[config.mk]
export PLATFORM = sky130hd
export DESIGN_NAME = uart_stat_core
export DESIGN_NICKNAME = d
export VERILOG_FILES = /design/src/rtl/uart_stat_pkg.sv /design/src/rtl/uart_stat_baud.sv /design/src/rtl/uart_stat_tx.sv /design/src/rtl/uart_stat_rx.sv /design/src/rtl/uart_stat_core.sv
export SDC_FILE = /design/constraint.sdc
export NUM_CORES = 1
export LEC_CHECK = 0
export ABC_CLOCK_PERIOD_IN_PS = 9170
export BUFFER_PORTS_ARGS = -buffer_cell sky130_fd_sc_hd__buf_4
export CORE_MARGIN = 3
export CORE_UTILIZATION = 45
export DETAILED_ROUTE_END_ITERATION = 7
export REMOVE_ABC_BUFFERS = 1
export SYNTH_ARGS = -nofsm -noshare
export SYNTH_HDL_FRONTEND = slang
export SYNTH_SLANG_ARGS = --single-unit
[constraint.sdc]
create_clock -name clk -period 9.17 [get_ports clk]
set_input_delay 0.4585 -clock clk [delete_from_list [all_inputs] [get_ports clk]]
set_output_delay 0.4585 -clock clk [all_outputs]
set_load 0.03 [all_outputs]
[src/rtl/uart_stat_pkg.sv]
package uart_stat_pkg;
  localparam int OS_LOG2 = 4;           // 16 ticks per bit
  localparam int ADR_MODE = 0;
  localparam int ADR_RATE = 1;
  localparam int ADR_CTRL = 2;
  localparam int ADR_TXD  = 3;
  localparam int ADR_STAT = 4;
  localparam int ADR_RXD  = 5;
  localparam int ST_TDRE = 7;
  localparam int ST_RDRF = 6;
  localparam int ST_ORER = 5;
  localparam int ST_PER  = 3;
  localparam int ST_TEND = 2;
  localparam int MD_LEN7  = 6;
  localparam int MD_PAR   = 5;
  localparam int MD_ODD   = 4;
  localparam int MD_STOP2 = 3;
  localparam int CT_TXEN  = 5;
  localparam int CT_RXEN  = 4;

  typedef struct packed {
    logic len7;
    logic par_en;
    logic par_odd;
    logic stop2;
  } fmt_t;

  typedef enum logic [1:0] {RX_IDLE, RX_START, RX_DATA, RX_STOP} rx_st_t;
endpackage

[src/rtl/uart_stat_baud.sv]
module uart_stat_baud #(
  parameter int RATE_W = 8,
  parameter int CNT_W  = RATE_W + 8
) (
  input  logic              clk,
  input  logic              rst,
  input  logic [1:0]        div_sel,
  input  logic [RATE_W-1:0] rate,
  output logic              tick
);
  logic [RATE_W-1:0] rate_eff;
  logic [CNT_W-1:0]  period;
  logic [CNT_W-1:0]  cnt;

  // tick period = 2 * 4^div_sel * max(rate,1); 16 ticks make one bit
  always_comb begin
    rate_eff = (rate == '0) ? RATE_W'(1) : rate;
    period   = CNT_W'(rate_eff) << {div_sel, 1'b1};
  end

  always_ff @(posedge clk) begin
    if (rst) begin
      cnt  <= '0;
      tick <= 1'b0;
    end else if (cnt >= period - CNT_W'(1)) begin
      cnt  <= '0;
      tick <= 1'b1;
    end else begin
      cnt  <= cnt + CNT_W'(1);
      tick <= 1'b0;
    end
  end
endmodule

[src/rtl/uart_stat_tx.sv]
module uart_stat_tx
  import uart_stat_pkg::*;
#(
  parameter int DATA_W = 8
) (
  input  logic              clk,
  input  logic              rst,
  input  logic              tick,
  input  logic              load,
  input  logic [DATA_W-1:0] data,
  input  fmt_t              fmt,
  output logic              tx_out,
  output logic              busy,
  output logic              done
);
  localparam int FR_W  = DATA_W + 4;
  localparam int LEN_W = $clog2(FR_W + 1);

  logic [FR_W-1:0]    frame, sh;
  logic [LEN_W-1:0]   nbits, left;
  logic [OS_LOG2-1:0] tcnt;

  always_comb begin
    int dl;
    logic [DATA_W-1:0] mask;
    dl    = fmt.len7 ? DATA_W - 1 : DATA_W;
    mask  = fmt.len7 ? {1'b0, {(DATA_W-1){1'b1}}} : {DATA_W{1'b1}};
    frame = '1;
    frame[0] = 1'b0;
    for (int i = 0; i < DATA_W; i++)
      if (i < dl) frame[1+i] = data[i];
    if (fmt.par_en) frame[1+dl] = (^(data & mask)) ^ fmt.par_odd;
    nbits = LEN_W'(2 + dl) + LEN_W'(fmt.par_en) + LEN_W'(fmt.stop2);
  end

  always_ff @(posedge clk) begin
    if (rst) begin
      sh     <= '1;
      left   <= '0;
      tcnt   <= '0;
      busy   <= 1'b0;
      done   <= 1'b0;
      tx_out <= 1'b1;
    end else begin
      done <= 1'b0;
      if (load && !busy) begin
        sh     <= frame;
        tx_out <= frame[0];
        left   <= nbits;
        tcnt   <= '0;
        busy   <= 1'b1;
      end else if (busy && tick) begin
        if (tcnt == '1) begin
          tcnt <= '0;
          if (left == LEN_W'(1)) begin
            busy   <= 1'b0;
            done   <= 1'b1;
            tx_out <= 1'b1;
            sh     <= '1;
          end else begin
            sh     <= {1'b1, sh[FR_W-1:1]};
            tx_out <= sh[1];
          end
          left <= left - LEN_W'(1);
        end else begin
          tcnt <= tcnt + 1'b1;
        end
      end
    end
  end
endmodule

[src/rtl/uart_stat_rx.sv]
module uart_stat_rx
  import uart_stat_pkg::*;
#(
  parameter int DATA_W = 8
) (
  input  logic              clk,
  input  logic              rst,
  input  logic              tick,
  input  logic              en,
  input  logic              len7,
  input  logic              par_en,
  input  logic              par_odd,
  input  logic              rx_in,
  output logic              done,
  output logic [DATA_W-1:0] data_out,
  output logic              perr
);
  localparam int IDX_W = $clog2(DATA_W + 2);
  localparam int HALF  = 2 ** (OS_LOG2 - 1);

  rx_st_t             state;
  logic [1:0]         sync;
  logic               rx_s;
  logic [OS_LOG2-1:0] tcnt;
  logic [IDX_W-1:0]   idx, last, pidx;
  logic [DATA_W:0]    bits;
  logic [DATA_W-1:0]  dbyte;
  logic               perr_c;

  assign rx_s = sync[1];

  always_comb begin
    logic [DATA_W-1:0] mask;
    mask   = len7 ? {1'b0, {(DATA_W-1){1'b1}}} : {DATA_W{1'b1}};
    pidx   = len7 ? IDX_W'(DATA_W - 1) : IDX_W'(DATA_W);
    last   = pidx + IDX_W'(par_en) - IDX_W'(1);
    dbyte  = bits[DATA_W-1:0] & mask;
    perr_c = par_en && (bits[pidx] != ((^dbyte) ^ par_odd));
  end

  always_ff @(posedge clk) begin
    if (rst) begin
      sync     <= 2'b11;
      state    <= RX_IDLE;
      tcnt     <= '0;
      idx      <= '0;
      bits     <= '0;
      done     <= 1'b0;
      data_out <= '0;
      perr     <= 1'b0;
    end else begin
      sync <= {sync[0], rx_in};
      done <= 1'b0;
      if (!en) begin
        state <= RX_IDLE;
      end else if (tick) begin
        case (state)
          RX_IDLE: if (!rx_s) begin
            state <= RX_START;
            tcnt  <= '0;
          end
          RX_START: if (tcnt == OS_LOG2'(HALF - 1)) begin
            tcnt  <= '0;
            idx   <= '0;
            state <= rx_s ? RX_IDLE : RX_DATA;
          end else begin
            tcnt <= tcnt + 1'b1;
          end
          RX_DATA: if (tcnt == '1) begin
            tcnt      <= '0;
            bits[idx] <= rx_s;
            if (idx == last) state <= RX_STOP;
            else idx <= idx + 1'b1;
          end else begin
            tcnt <= tcnt + 1'b1;
          end
          default: if (tcnt == '1) begin
            tcnt     <= '0;
            state    <= RX_IDLE;
            done     <= 1'b1;
            data_out <= dbyte;
            perr     <= perr_c;
          end else begin
            tcnt <= tcnt + 1'b1;
          end
        endcase
      end
    end
  end
endmodule

[src/rtl/uart_stat_core.sv]
module uart_stat_core
  import uart_stat_pkg::*;
#(
  parameter int ADDR_W = 3,
  parameter int DATA_W = 8
) (
  input  logic              clk,
  input  logic              rst,
  input  logic [ADDR_W-1:0] reg_addr,
  input  logic              reg_wr,
  input  logic [DATA_W-1:0] reg_wdata,
  output logic [DATA_W-1:0] reg_rdata,
  input  logic              rx_in,
  output logic              tx_out
);
  logic [DATA_W-1:0] mode_q, rate_q, ctrl_q, tdr_q, rdr_q, stat_v;
  logic st_tdre, st_rdrf, st_orer, st_per, st_tend;
  logic tick, tx_busy, tx_done, start_tx, rx_done, rx_perr;
  logic [DATA_W-1:0] rx_data;
  logic wr_stat, clr_tdre;
  fmt_t fmt;

  assign fmt.len7    = mode_q[MD_LEN7];
  assign fmt.par_en  = mode_q[MD_PAR];
  assign fmt.par_odd = mode_q[MD_ODD];
  assign fmt.stop2   = mode_q[MD_STOP2];

  assign wr_stat  = reg_wr && (reg_addr == ADDR_W'(ADR_STAT));
  assign clr_tdre = wr_stat && !reg_wdata[ST_TDRE];
  assign start_tx = ctrl_q[CT_TXEN] && !st_tdre && !tx_busy;

  uart_stat_baud #(.RATE_W(DATA_W)) u_baud (
    .clk(clk), .rst(rst), .div_sel(mode_q[1:0]), .rate(rate_q), .tick(tick)
  );

  uart_stat_tx #(.DATA_W(DATA_W)) u_tx (
    .clk(clk), .rst(rst), .tick(tick), .load(start_tx), .data(tdr_q),
    .fmt(fmt), .tx_out(tx_out), .busy(tx_busy), .done(tx_done)
  );

  uart_stat_rx #(.DATA_W(DATA_W)) u_rx (
    .clk(clk), .rst(rst), .tick(tick), .en(ctrl_q[CT_RXEN]),
    .len7(fmt.len7), .par_en(fmt.par_en), .par_odd(fmt.par_odd),
    .rx_in(rx_in), .done(rx_done), .data_out(rx_data), .perr(rx_perr)
  );

  // configuration registers
  always_ff @(posedge clk) begin
    if (rst) begin
      mode_q <= '0;
      rate_q <= '0;
      ctrl_q <= '0;
      tdr_q  <= '0;
    end else if (reg_wr) begin
      case (reg_addr)
        ADDR_W'(ADR_MODE): mode_q <= reg_wdata;
        ADDR_W'(ADR_RATE): rate_q <= reg_wdata;
        ADDR_W'(ADR_CTRL): ctrl_q <= reg_wdata;
        ADDR_W'(ADR_TXD):  tdr_q  <= reg_wdata;
        default: ;
      endcase
    end
  end

  // status flags: hardware sets win, software may only clear
  always_ff @(posedge clk) begin
    if (rst) begin
      st_tdre <= 1'b1;
      st_tend <= 1'b1;
      st_rdrf <= 1'b0;
      st_orer <= 1'b0;
      st_per  <= 1'b0;
      rdr_q   <= '0;
    end else begin
      if (start_tx)      st_tdre <= 1'b1;
      else if (clr_tdre) st_tdre <= 1'b0;

      if (tx_done && st_tdre && !clr_tdre)           st_tend <= 1'b1;
      else if (clr_tdre || start_tx)                 st_tend <= 1'b0;
      else if (wr_stat && !reg_wdata[ST_TEND])       st_tend <= 1'b0;

      if (wr_stat && !reg_wdata[ST_RDRF]) st_rdrf <= 1'b0;
      if (wr_stat && !reg_wdata[ST_ORER]) st_orer <= 1'b0;
      if (wr_stat && !reg_wdata[ST_PER])  st_per  <= 1'b0;

      if (rx_done && ctrl_q[CT_RXEN]) begin
        if (st_rdrf) begin
          st_orer <= 1'b1;
        end else begin
          rdr_q   <= rx_data;
          st_rdrf <= 1'b1;
          if (rx_perr) st_per <= 1'b1;
        end
      end
    end
  end

  always_comb begin
    stat_v = '0;
    stat_v[ST_TDRE] = st_tdre;
    stat_v[ST_RDRF] = st_rdrf;
    stat_v[ST_ORER] = st_orer;
    stat_v[ST_PER]  = st_per;
    stat_v[ST_TEND] = st_tend;
  end

  always_ff @(posedge clk) begin
    if (rst) begin
      reg_rdata <= '0;
    end else begin
      case (reg_addr)
        ADDR_W'(ADR_MODE): reg_rdata <= mode_q;
        ADDR_W'(ADR_RATE): reg_rdata <= rate_q;
        ADDR_W'(ADR_CTRL): reg_rdata <= ctrl_q;
        ADDR_W'(ADR_TXD):  reg_rdata <= tdr_q;
        ADDR_W'(ADR_STAT): reg_rdata <= stat_v;
        ADDR_W'(ADR_RXD):  reg_rdata <= rdr_q;
        default:           reg_rdata <= '0;
      endcase
    end
  end
endmodule

Word level (Yosys, flattened, before mapping)

Cells that the tools add are included.

Register bits after elaboration: 124
Bits of input ports: 15
Word-level logic and storage cells: 206

$add $sub $neg: 12
$lt $le $gt $ge: 14
Equality and inequality tests: 18
Shift operators: 1
Muxes and demuxes: 68
Bitwise operators: 10
Reduce and logical (&&, ||, !) cells: 56

Operator list:

| operator                                                     | count |
|---|---|
| less-than comparator 4 x 32 -> 1 bit (first input constant)  | 4 |
| less-than comparator 3 x 32 -> 1 bit (first input constant)  | 2 |
| 2-to-1 mux 12 bit                                            | 4 |
| 2-to-1 mux 4 bit                                             | 12 |
| case mux 8 bit (6 select lines)                              | 1 |
| 2-to-1 mux 1 bit                                             | 34 |
| adder 2 x 32 -> 32 bit (first input constant)                | 1 |
| >= comparator 32 x 1 -> 1 bit (second input constant)        | 1 |
| less-than comparator 1 x 32 -> 1 bit (first input constant)  | 1 |
| less-than comparator 2 x 32 -> 1 bit (first input constant)  | 1 |
| less-than comparator 32 x 6 -> 1 bit (second input constant) | 1 |
| adder 16 x 1 -> 16 bit (second input constant)               | 1 |
| bitwise AND 8 bit                                            | 2 |
| >= comparator 16 bit                                         | 1 |
| logical AND 1 bit                                            | 16 |
| 2-to-1 mux 8 bit                                             | 2 |
| case mux 4 bit (2 select lines)                              | 2 |
| XOR reduction 8 bit                                          | 2 |
| left shift 8 x 3 -> 16 bit                                   | 1 |
| subtractor 16 x 1 -> 16 bit (second input constant)          | 1 |
| adder 4 x 1 -> 4 bit                                         | 3 |
| adder 4 x 1 -> 4 bit (second input constant)                 | 3 |
| bitwise mux 12 bit                                           | 1 |
| 2-to-1 mux 2 bit                                             | 6 |
| other kinds (38)                                             | 76 |

Depth between registers and ports, before layout

Gate-level depths: netlist of the first run.

Word-level depth: 9
Gate-level depth with buffers: 18
Depth with buffers taken out: 15

Hierarchy

Synthesis of the first run repeated with hierarchy kept, for this count alone.

Cells, all modules: 735
Area, all modules: 6459.9 sq um

By module, submodules not included:

| module         | times used | cells each | area each (sq um) | seq. area each (sq um) |
|---|---|---|---|---|
| uart_stat_core | 1          | 236        | 2252.2            | 1061.0 |
| uart_stat_rx   | 1          | 184        | 1620.3            | 620.6 |
| uart_stat_baud | 1          | 187        | 1529.0            | 340.3 |
| uart_stat_tx   | 1          | 128        | 1058.5            | 400.4 |

Worst setup path before layout of the first run

No wires, ideal clock.

Path type: flip-flop to flip-flop
Start: reg mode_q[0]
End: reg u_baud.cnt[10]
Arrival: 3.607 ns
Slack: 5.433 ns
Cell stages (with the launch flop): 19
Buffers on the path: 4
Clock period less this slack: 3.737 ns
Path through: dfxtp_1 > buf_2 > buf_2 > buf_1 > nor2_1 > nand2b_1 > ha_1 > nand4bb_1 > a21oi_1 > o211ai_1 > nor3_2 > xor2_1 > ha_1 > nand4_1 > a2111oi_0 > nand2_1 > o21ai_2 > buf_2 > nor3_1

Longest elaborated chain between the ends: 4

RTL lines:

| element                      | line                 | RTL |
|---|---|---|
| start: declaration           | uart_stat_core.sv:16 | `logic [DATA_W-1:0] mode_q, rate_q, ctrl_q, tdr_q, rdr_q, stat_v;` |
| start signal: assignment     | uart_stat_core.sv:56 | `ADDR_W'(ADR_MODE): mode_q <= reg_wdata;` |
| left shift 8 x 3 -> 16 bit   | uart_stat_baud.sv:18 | `period = CNT_W'(rate_eff) << {div_sel, 1'b1};` |
| subtractor 16 x 1 -> 16 bit  | uart_stat_baud.sv:25 | `end else if (cnt >= period - CNT_W'(1)) begin` |
| >= comparator 16 bit         | uart_stat_baud.sv:25 |  |
| OR reduction 2 bit (no line) | --                   |  |
| end signal: assignment       | uart_stat_baud.sv:29 | `cnt <= cnt + CNT_W'(1);` |
| end: declaration             | uart_stat_baud.sv:13 | `logic [CNT_W-1:0] cnt;` |

Every way passes these cells.
A chain may end at the register's enable or synchronous reset.

Worst setup path in the final report of the first run

Start: reg mode_q[0]
End: reg u_baud.cnt[8]

Same word-level chain as after synthesis.

==> metrics.txt, run 1 <==
# TYPE chip_impl_metric gauge
chip_impl_metric{name="antenna_violation_net_count_after_detailed_routing",unit=""} 0
chip_impl_metric{name="worst_clock_skew",unit="ns"} 0.008835
chip_impl_metric{name="critPathArrivalTime",unit="ns"} 4.77
chip_impl_metric{name="finalSetupTns",unit="ns"} 0
chip_impl_metric{name="synth_seq_area_share",unit="%"} 37.17
chip_impl_metric{name="placement_rows",unit=""} 43
chip_impl_info{name="cts.root.buffer_cell",value="clkbuf_16"} 1
chip_impl_metric{name="clock_tree.buffer_depth",unit=""} 2
chip_impl_metric{name="timing.max_slew.rel_slack",unit="%"} 16.79
chip_impl_info{name="worst_hold_startpoint",value="rx_in"} 1
chip_impl_metric{name="synth-edff-count",unit=""} 0
chip_impl_info{name="timing.hold.worst.class",value="primary input to flop"} 1
chip_impl_metric{name="antenna_found_initial",unit=""} 0
chip_impl_info{name="tritoncts_clock_tree",value="yes"} 1
chip_impl_metric{name="number_of_h_tree_levels",unit=""} 4
chip_impl_metric{name="die_x_extent",unit="um"} 126.3
chip_impl_info{name="rsz0062_at_grt",value="false"} 1
chip_impl_metric{name="synth-warning-count",unit=""} 0
chip_impl_metric{name="synth.ff_latch_count",unit=""} 121
chip_impl_metric{name="dpl.cell_count",unit=""} 945
chip_impl_metric{name="die_h",unit="um"} 126.3
chip_impl_metric{name="max-vdd-ir-drop",unit="uV"} 130.3
chip_impl_metric{name="p_leak",unit="nW"} 2.652
chip_impl_metric{name="synth_cells",unit=""} 785
chip_impl_info{name="synth_ff_type",value="dfxtp_1"} 1
chip_impl_metric{name="initial_core_util",unit="%"} 46.41
chip_impl_metric{name="clock_latency",unit="ns"} 0.42
chip_impl_metric{name="clkSinkCount",unit=""} 121
chip_impl_info{name="startpoint_type",value="flop"} 1
chip_impl_info{name="worst_r2r_start",value="mode_q[0]"} 1
chip_impl_metric{name="fin_crit_sh",unit="%"} 49.26
chip_impl_info{name="critPathCaptureType",value="flop"} 1
chip_impl_metric{name="number_of_hold_buffers_added_after_cts",unit=""} 0
chip_impl_metric{name="pin_count",unit=""} 24
chip_impl_metric{name="post_cts.repair.setup_buffers",unit=""} 0
chip_impl_metric{name="route.detailed.drc",unit=""} 0
chip_impl_metric{name="numCtsBuffers",unit=""} 17
chip_impl_metric{name="worstMarginPinSlew",unit="ns"} 1.243
chip_impl_info{name="status",value="finished, final reports clean"} 1
chip_impl_metric{name="min_period",unit="ns"} 4.517
chip_impl_metric{name="crit_path_max_fanout",unit=""} 29
chip_impl_metric{name="place.gp.congestion",unit=""} 0.8991
chip_impl_metric{name="library_cells_used_by_synthesis",unit=""} 67
chip_impl_metric{name="port_buffers",unit=""} 23
chip_impl_metric{name="place.detailed.hpwl",unit="mm"} 11.68
chip_impl_metric{name="ys_async_sr_fraction",unit="%"} 0
chip_impl_metric{name="grt_util_all_layers",unit="%"} 20.88
chip_impl_metric{name="avgRoutedWirePerCell",unit="um"} 16.52
chip_impl_metric{name="finalSetupViolations",unit=""} 0
chip_impl_metric{name="postCtsResizedCells",unit=""} 0
chip_impl_metric{name="grt_start_max_net_pins",unit=""} 49
chip_impl_metric{name="avgSynthCellArea",unit="sq um"} 8.303
chip_impl_metric{name="antenna-diode-count",unit=""} 0
chip_impl_metric{name="vias",unit=""} 5511
chip_impl_metric{name="grt_pass1_wl",unit="mm"} 26.90
chip_impl_metric{name="clkSlewWorstSetupHoldPaths",unit="ns"} 0.06
chip_impl_metric{name="core_region_area",unit="sq um"} 14040
chip_impl_metric{name="final-instance-count-excl-fill",unit=""} 977
chip_impl_metric{name="finish.net_count",unit=""} 832
chip_impl_metric{name="number_of_global_route_vias_before_repair",unit=""} 5274
chip_impl_metric{name="detail_route.iter0.violations",unit=""} 443
chip_impl_metric{name="layout-area-overhead-vs-synth",unit="%"} 12.27
chip_impl_info{name="critical_path_class",value="flop to flop"} 1
chip_impl_metric{name="hold_viol_final",unit=""} 0
chip_impl_metric{name="design.die.area",unit="sq um"} 15960
chip_impl_metric{name="required",unit="ns"} 9.42
chip_impl_metric{name="post_detailed_routing_wire_length",unit="mm"} 16.14
chip_impl_metric{name="final_layout_size_suffix_gt1_share",unit="%"} 11.04
chip_impl_metric{name="grt_remaining_overflow",unit=""} 0
chip_impl_metric{name="vias_per_cell",unit=""} 5.641
chip_impl_metric{name="slew_viol_final",unit=""} 0
chip_impl_metric{name="cell_area_synth",unit="sq um"} 6518
chip_impl_info{name="worstSetupStartpoint",value="mode_q[0]"} 1
chip_impl_metric{name="drv.max_cap_violation_count",unit=""} 0
chip_impl_metric{name="power_per_cell_area",unit="nW/um^2"} 180.8
chip_impl_metric{name="drt_first_pass_iters",unit=""} 5
chip_impl_metric{name="fmax",unit="GHz"} 0.2214
-- worst max-delay path: stages (launching register included) --
cell       delay, ns
dfxtp_1         0.96
nor2_1          0.16
nand2b_1        0.15
ha_1            0.22
nand4bb_1       0.12
a21oi_1         0.22
o211ai_1        0.21
nor3_2          0.33
xor2_1          0.11
ha_1            0.31
nand4_1         0.10
a2111oi_0       0.58
nand2_1         0.14
o21ai_2         0.58
nor3_1          0.14
-- cells in the final DEF, fill, tap and decap left out, types with 8 or more instances in the layout --
cell	synthesis	final
nand4_1	9	9
xnor2_1	30	30
a21oi_1	76	76
dfxtp_1	121	121
nor3_1	31	31
buf_4	0	24
nand3_1	34	34
o21ai_0	22	22
inv_1	20	20
ha_1	32	32
mux2_2	9	9
mux2i_1	18	18
xor2_1	17	17
nor2_1	58	58
nor2b_1	8	8
nand2_1	140	140
clkbuf_16	0	17
-- layout make-up --
type                       count  area, sq um
clock buffer                  18        439.2
clock inverter                14        173.9
fill                        1330         6725
inverter                      20        75.07
multi-input combinational    600         3801
sequential                   121         2422
tap                          180        225.2
timing repair buffer          24        180.2
-- final timing paths --
path / depth (start not counted) / slack, ns / endpoint
worst max-delay path: 14 / 4.65 / u_baud.cnt[8]
worst min-delay path: 2 / 0.22 / u_rx.sync[0]
worst max register to register: 14 / 4.65 / u_baud.cnt[8]
worst min register to register: 1 / 0.43 / u_rx.sync[1]
-- Yosys cell counts (2+ instances only) --
master	instances	share of area [%]
xor2_1	17	2.3
ha_1	32	6.1
nor3_1	31	2.4
and3_1	7	0.67
a211oi_1	5	0.58
nor3b_1	4	0.46
buf_6	5	0.86
a2bb2oi_1	3	0.40
a22oi_1	6	0.69
nor4_1	5	0.48
a21o_1	7	0.81
o31ai_1	2	0.23
a21oi_1	76	5.8
mux2i_1	18	2.8
o311ai_0	7	0.94
or3b_4	2	0.35
a2111oi_0	2	0.27
o22a_1	3	0.40
buf_2	5	0.38
inv_1	20	1.2
nand4_1	9	0.86
o211ai_1	3	0.35
buf_1	5	0.29
nand4b_1	2	0.27
nand2b_1	5	0.48
nor2_1	58	3.3
and2_1	5	0.48
mux2_2	9	1.6
o21a_1	4	0.46
dfxtp_1	121	37
o21ai_0	22	1.7
o41ai_1	2	0.27
xnor2_1	30	4.0
a31oi_1	3	0.29
nand2_1	140	8.1
o2bb2ai_1	2	0.27
or2_2	6	0.58
or4_1	2	0.23
nand3_1	34	2.6
clkbuf_1	28	1.6
nor2b_1	8	0.77
mux4_2	5	1.7
-- sequential cells by signal (all words and copies together) (netlist names), 2 cells and up --
name	count
u_rx.idx	4
u_tx.left	4
rdr_q	8
u_rx.data_out	8
u_rx.bits	9
u_rx.tcnt	4
mode_q	8
rate_q	8
u_tx.sh	9
u_baud.cnt	16
u_tx.tcnt	4
reg_rdata	8
u_rx.state	2
tdr_q	8
ctrl_q	8
u_rx.sync	2
-- per-layer routing --
layer	track usage, %	wire length, um
met2	32.69	7485
met3	4.295	579
met4	6.751	239
met1	28.98	7832
met5	0	0
-- power by group --
part / switching, mW / internal (mW)
sequential: 0.0104 / 0.532
clock: 0.253 / 0.435
combinational: 0.0555 / 0.0370
total: 0.319 / 1.00
-- stage by stage --
stage | power (mW) | area, sq um | setup slack (ns) | hold slack (ns) | utilization (%)
after detailed placement | 0.6464 | 6704 | 4.721 | 0.4184 | 47.74
final | 1.323 | 7317 | 4.653 | 0.2239 | 52.11
after global placement | 0.6438 | 6704 | 4.972 | 0.3974 | 47.74
after global routing | 1.372 | 7317 | 4.069 | 0.2194 | 52.11
after CTS | 1.333 | 7317 | 4.714 | 0.2149 | 52.11
after floorplan | 0.6090 | 6299 | 5.492 | 0.3895 | -
-- kinds of logic after synthesis --
kind of cell / count (synthesis) / synth area share [%]
AND/OR/NAND/NOR: 325 / 23.02
multiplexers: 33 / 6.278
buffers and inverters: 64 / 4.511
XOR/XNOR: 48 / 6.661
AO/OA/AOI/OAI: 161 / 15.92
adder cells (fa/ha/maj): 33 / 6.450
flip-flops: 121 / 37.17
No activity file was read; power rests on OpenSTA's default activity.
==> run 2: changes to the inputs <==
Settings changed: ABC_CLOCK_PERIOD_IN_PS 9170 to 4019.
Clock period 9.17 ns to 4.02 ns, I/O delays scaled along.
==> metrics.txt, run 2 (same netlist as run 1, synthesis figures left out) <==
# TYPE chip_impl_metric gauge
chip_impl_info{name="critical_path_class",value="flop to flop"} 1
chip_impl_info{name="cts.root.buffer_cell",value="clkbuf_16"} 1
chip_impl_metric{name="worstMarginPinSlew",unit="ns"} 1.106
chip_impl_info{name="tritoncts_clock_tree",value="yes"} 1
chip_impl_info{name="status",value="finished, final reports clean"} 1
chip_impl_metric{name="min_period",unit="ns"} 3.605
chip_impl_metric{name="drv.max_cap_violation_count",unit=""} 0
chip_impl_info{name="startpoint_type",value="flop"} 1
chip_impl_metric{name="power_per_cell_area",unit="nW/um^2"} 401.8
chip_impl_info{name="largest_registers",value="u_baud.cnt: 16 flops, u_rx.bits: 9 flops, u_tx.sh: 9 flops"} 1
chip_impl_metric{name="die_h",unit="um"} 126.3
chip_impl_metric{name="antenna_found_initial",unit=""} 0
chip_impl_info{name="worst_r2r_start",value="mode_q[1]"} 1
chip_impl_metric{name="grt_start_max_net_pins",unit=""} 51
chip_impl_metric{name="required",unit="ns"} 4.32
chip_impl_metric{name="hold_slack",unit="ns"} 0.06211
chip_impl_metric{name="hold_viol_final",unit=""} 0
chip_impl_metric{name="clock_tree.buffer_depth",unit=""} 2
chip_impl_metric{name="fmax",unit="GHz"} 0.2774
chip_impl_info{name="commonest_cells_after_routing_fill_and_taps_aside",value="140 x nand2_1, 118 x dfxtp_1, 76 x a21oi_1"} 1
chip_impl_metric{name="slew_viol_final",unit=""} 0
chip_impl_metric{name="post_detailed_routing_wire_length",unit="mm"} 15.82
chip_impl_metric{name="fin_crit_sh",unit="%"} 89.69
chip_impl_metric{name="placement_rows",unit=""} 43
chip_impl_metric{name="avgRoutedWirePerCell",unit="um"} 16.00
chip_impl_metric{name="worst_clock_skew",unit="ns"} 0.008293
chip_impl_metric{name="vias",unit=""} 5481
chip_impl_metric{name="final_core_util",unit="%"} 52.69
chip_impl_metric{name="antenna-diode-count",unit=""} 0
chip_impl_metric{name="antenna_violation_net_count_after_detailed_routing",unit=""} 0
chip_impl_metric{name="port_buffers",unit=""} 23
chip_impl_metric{name="timing.max_slew.rel_slack",unit="%"} 26.11
chip_impl_metric{name="reg2reg_setup_slack",unit="ns"} 0.41
chip_impl_metric{name="totalPowerFinal",unit="mW"} 2.973
chip_impl_metric{name="design.die.area",unit="sq um"} 15960
chip_impl_metric{name="drt_first_pass_iters",unit=""} 4
chip_impl_metric{name="crit_path_max_fanout",unit=""} 16
chip_impl_metric{name="clkSinkCount",unit=""} 121
chip_impl_info{name="largest-register",value="u_baud.cnt"} 1
chip_impl_info{name="critPathCaptureType",value="flop"} 1
chip_impl_metric{name="vias_per_cell",unit=""} 5.542
chip_impl_metric{name="finalSetupViolations",unit=""} 0
chip_impl_metric{name="grt_pass1_wl",unit="mm"} 26.54
chip_impl_metric{name="route.detailed.drc",unit=""} 0
chip_impl_metric{name="numCtsBuffers",unit=""} 17
chip_impl_metric{name="p_leak",unit="nW"} 2.719
chip_impl_metric{name="layout-area-overhead-vs-synth",unit="%"} 13.52
chip_impl_metric{name="grt_remaining_overflow",unit=""} 0
chip_impl_metric{name="number_of_h_tree_levels",unit=""} 4
chip_impl_metric{name="clock_latency",unit="ns"} 0.42
chip_impl_metric{name="place.gp.congestion",unit=""} 0.8356
chip_impl_metric{name="r2r.worst_path.cells",unit=""} 16
chip_impl_metric{name="detail_route.iter0.violations",unit=""} 344
chip_impl_info{name="leading_cell_type_in_the_layout_fill_and_taps_excluded",value="nand2_1"} 1
chip_impl_metric{name="grt_util_all_layers",unit="%"} 20.39
chip_impl_metric{name="number_of_global_route_vias_before_repair",unit=""} 5374
chip_impl_info{name="worst_reg2reg_path_endpoint",value="u_baud.cnt[15]"} 1
chip_impl_info{name="worst_hold_startpoint",value="reg_wdata[0]"} 1
chip_impl_metric{name="flip_flop_count_of_the_largest_register_all_copies_and_words_added",unit=""} 16
chip_impl_metric{name="die_x_extent",unit="um"} 126.3
chip_impl_metric{name="finish.net_count",unit=""} 844
chip_impl_info{name="rsz0062_at_grt",value="false"} 1
chip_impl_metric{name="nFillCells",unit=""} 1301
chip_impl_metric{name="clkSlewWorstSetupHoldPaths",unit="ns"} 0.06
chip_impl_metric{name="final_layout_size_suffix_gt1_share",unit="%"} 12.73
chip_impl_metric{name="pin_count",unit=""} 24
chip_impl_info{name="timing.hold.worst.class",value="primary input to flop"} 1
chip_impl_metric{name="core_region_area",unit="sq um"} 14040
chip_impl_metric{name="finalSetupTns",unit="ns"} 0
chip_impl_metric{name="max-vdd-ir-drop",unit="uV"} 310.2
chip_impl_metric{name="hold_depth",unit=""} 3
chip_impl_metric{name="initial_core_util",unit="%"} 46.41
chip_impl_metric{name="place.detailed.hpwl",unit="mm"} 11.38
chip_impl_metric{name="critPathArrivalTime",unit="ns"} 3.91
chip_impl_info{name="hold-path-endpoint",value="tdr_q[0]"} 1
[run 2: worst max path at each step]
stage | start | endpoint | slack (ns) | cells past startpoint
6_report | mode_q[1] | u_baud.cnt[15] | 0.41 | 16
4_1_cts | rate_q[7] | u_baud.cnt[15] | 0.11 | 16
3_5_place_dp | rate_q[7] | u_baud.cnt[15] | 0.12 | 16
3_3_place_gp | rate_q[7] | u_baud.cnt[14] | 0.34 | 16
2_1_floorplan | rate_q[2] | u_baud.cnt[10] | 0.34 | 15
5_1_grt | mode_q[1] | u_baud.cnt[15] | 0.01 | 16
[run 2: power breakdown]
part / total, mW / switching [mW] / internal, mW / leakage (nW)
Clock: 1.51 / 0.588 / 0.924 / 0.293
Sequential: 1.23 / 0.0198 / 1.21 / 0.979
Combinational: 0.227 / 0.133 / 0.0945 / 1.45
Total: 2.97 / 0.740 / 2.23 / 2.72
[run 2: worst max-delay path, stage by stage (launching register included)]
cell and delay (ns):
dfxtp_1 0.68, nor2_1 0.11, nand2b_1 0.13, ha_1 0.21, nand4bb_1 0.12, a21oi_1 0.19
o211ai_1 0.13, buf_4 0.17, nor3_2 0.25, xor2_1 0.11, ha_1 0.30, nand4_1 0.11
a2111oi_2 0.41, nand2_1 0.11, o21ai_2 0.14, buf_4 0.23, nor3_1 0.08
[run 2: final cells by class]
class	instances	area, sq um	area share, %
Clock inverter	15	166.4	2.249
Timing Repair Buffer	36	272.8	3.687
Tap cell	180	225.2	3.044
Inverter	20	75.07	1.015
Multi-Input combinational cell	600	3807	51.46
Clock buffer	17	425.4	5.750
Sequential cell	121	2426	32.79
[run 2: metal layers]
metal	up-vias	track usage (%)	wire (um)
li1	2779	-	-
met2	105	32.35	7323
met1	2577	27.02	7484
met5	-	0	0
met3	20	6.063	783
met4	0	5.994	229
[run 2: per-stage QoR]
step | setup WS [ns] | std cells | instance area [sq um]
6_report | 0.4145 | 989 | 7398
5_1_grt | 0.01261 | 989 | 7398
4_1_cts | 0.1142 | 988 | 7381
3_5_place_dp | 0.1201 | 955 | 6779
3_3_place_gp | 0.3399 | 955 | 6779
2_1_floorplan | 0.3423 | 741 | 6299
[run 2: timing repair]
| action | CTS | global route |
|---|---|---|
| endpoints found under the hold margin | 1 | 0 |
| hold buffers | 1 | 0 |
| buffers inserted | 0 | 1 |
| gates resized for setup | 0 | 5 |
| setup endpoints to repair | 0 | 16 |
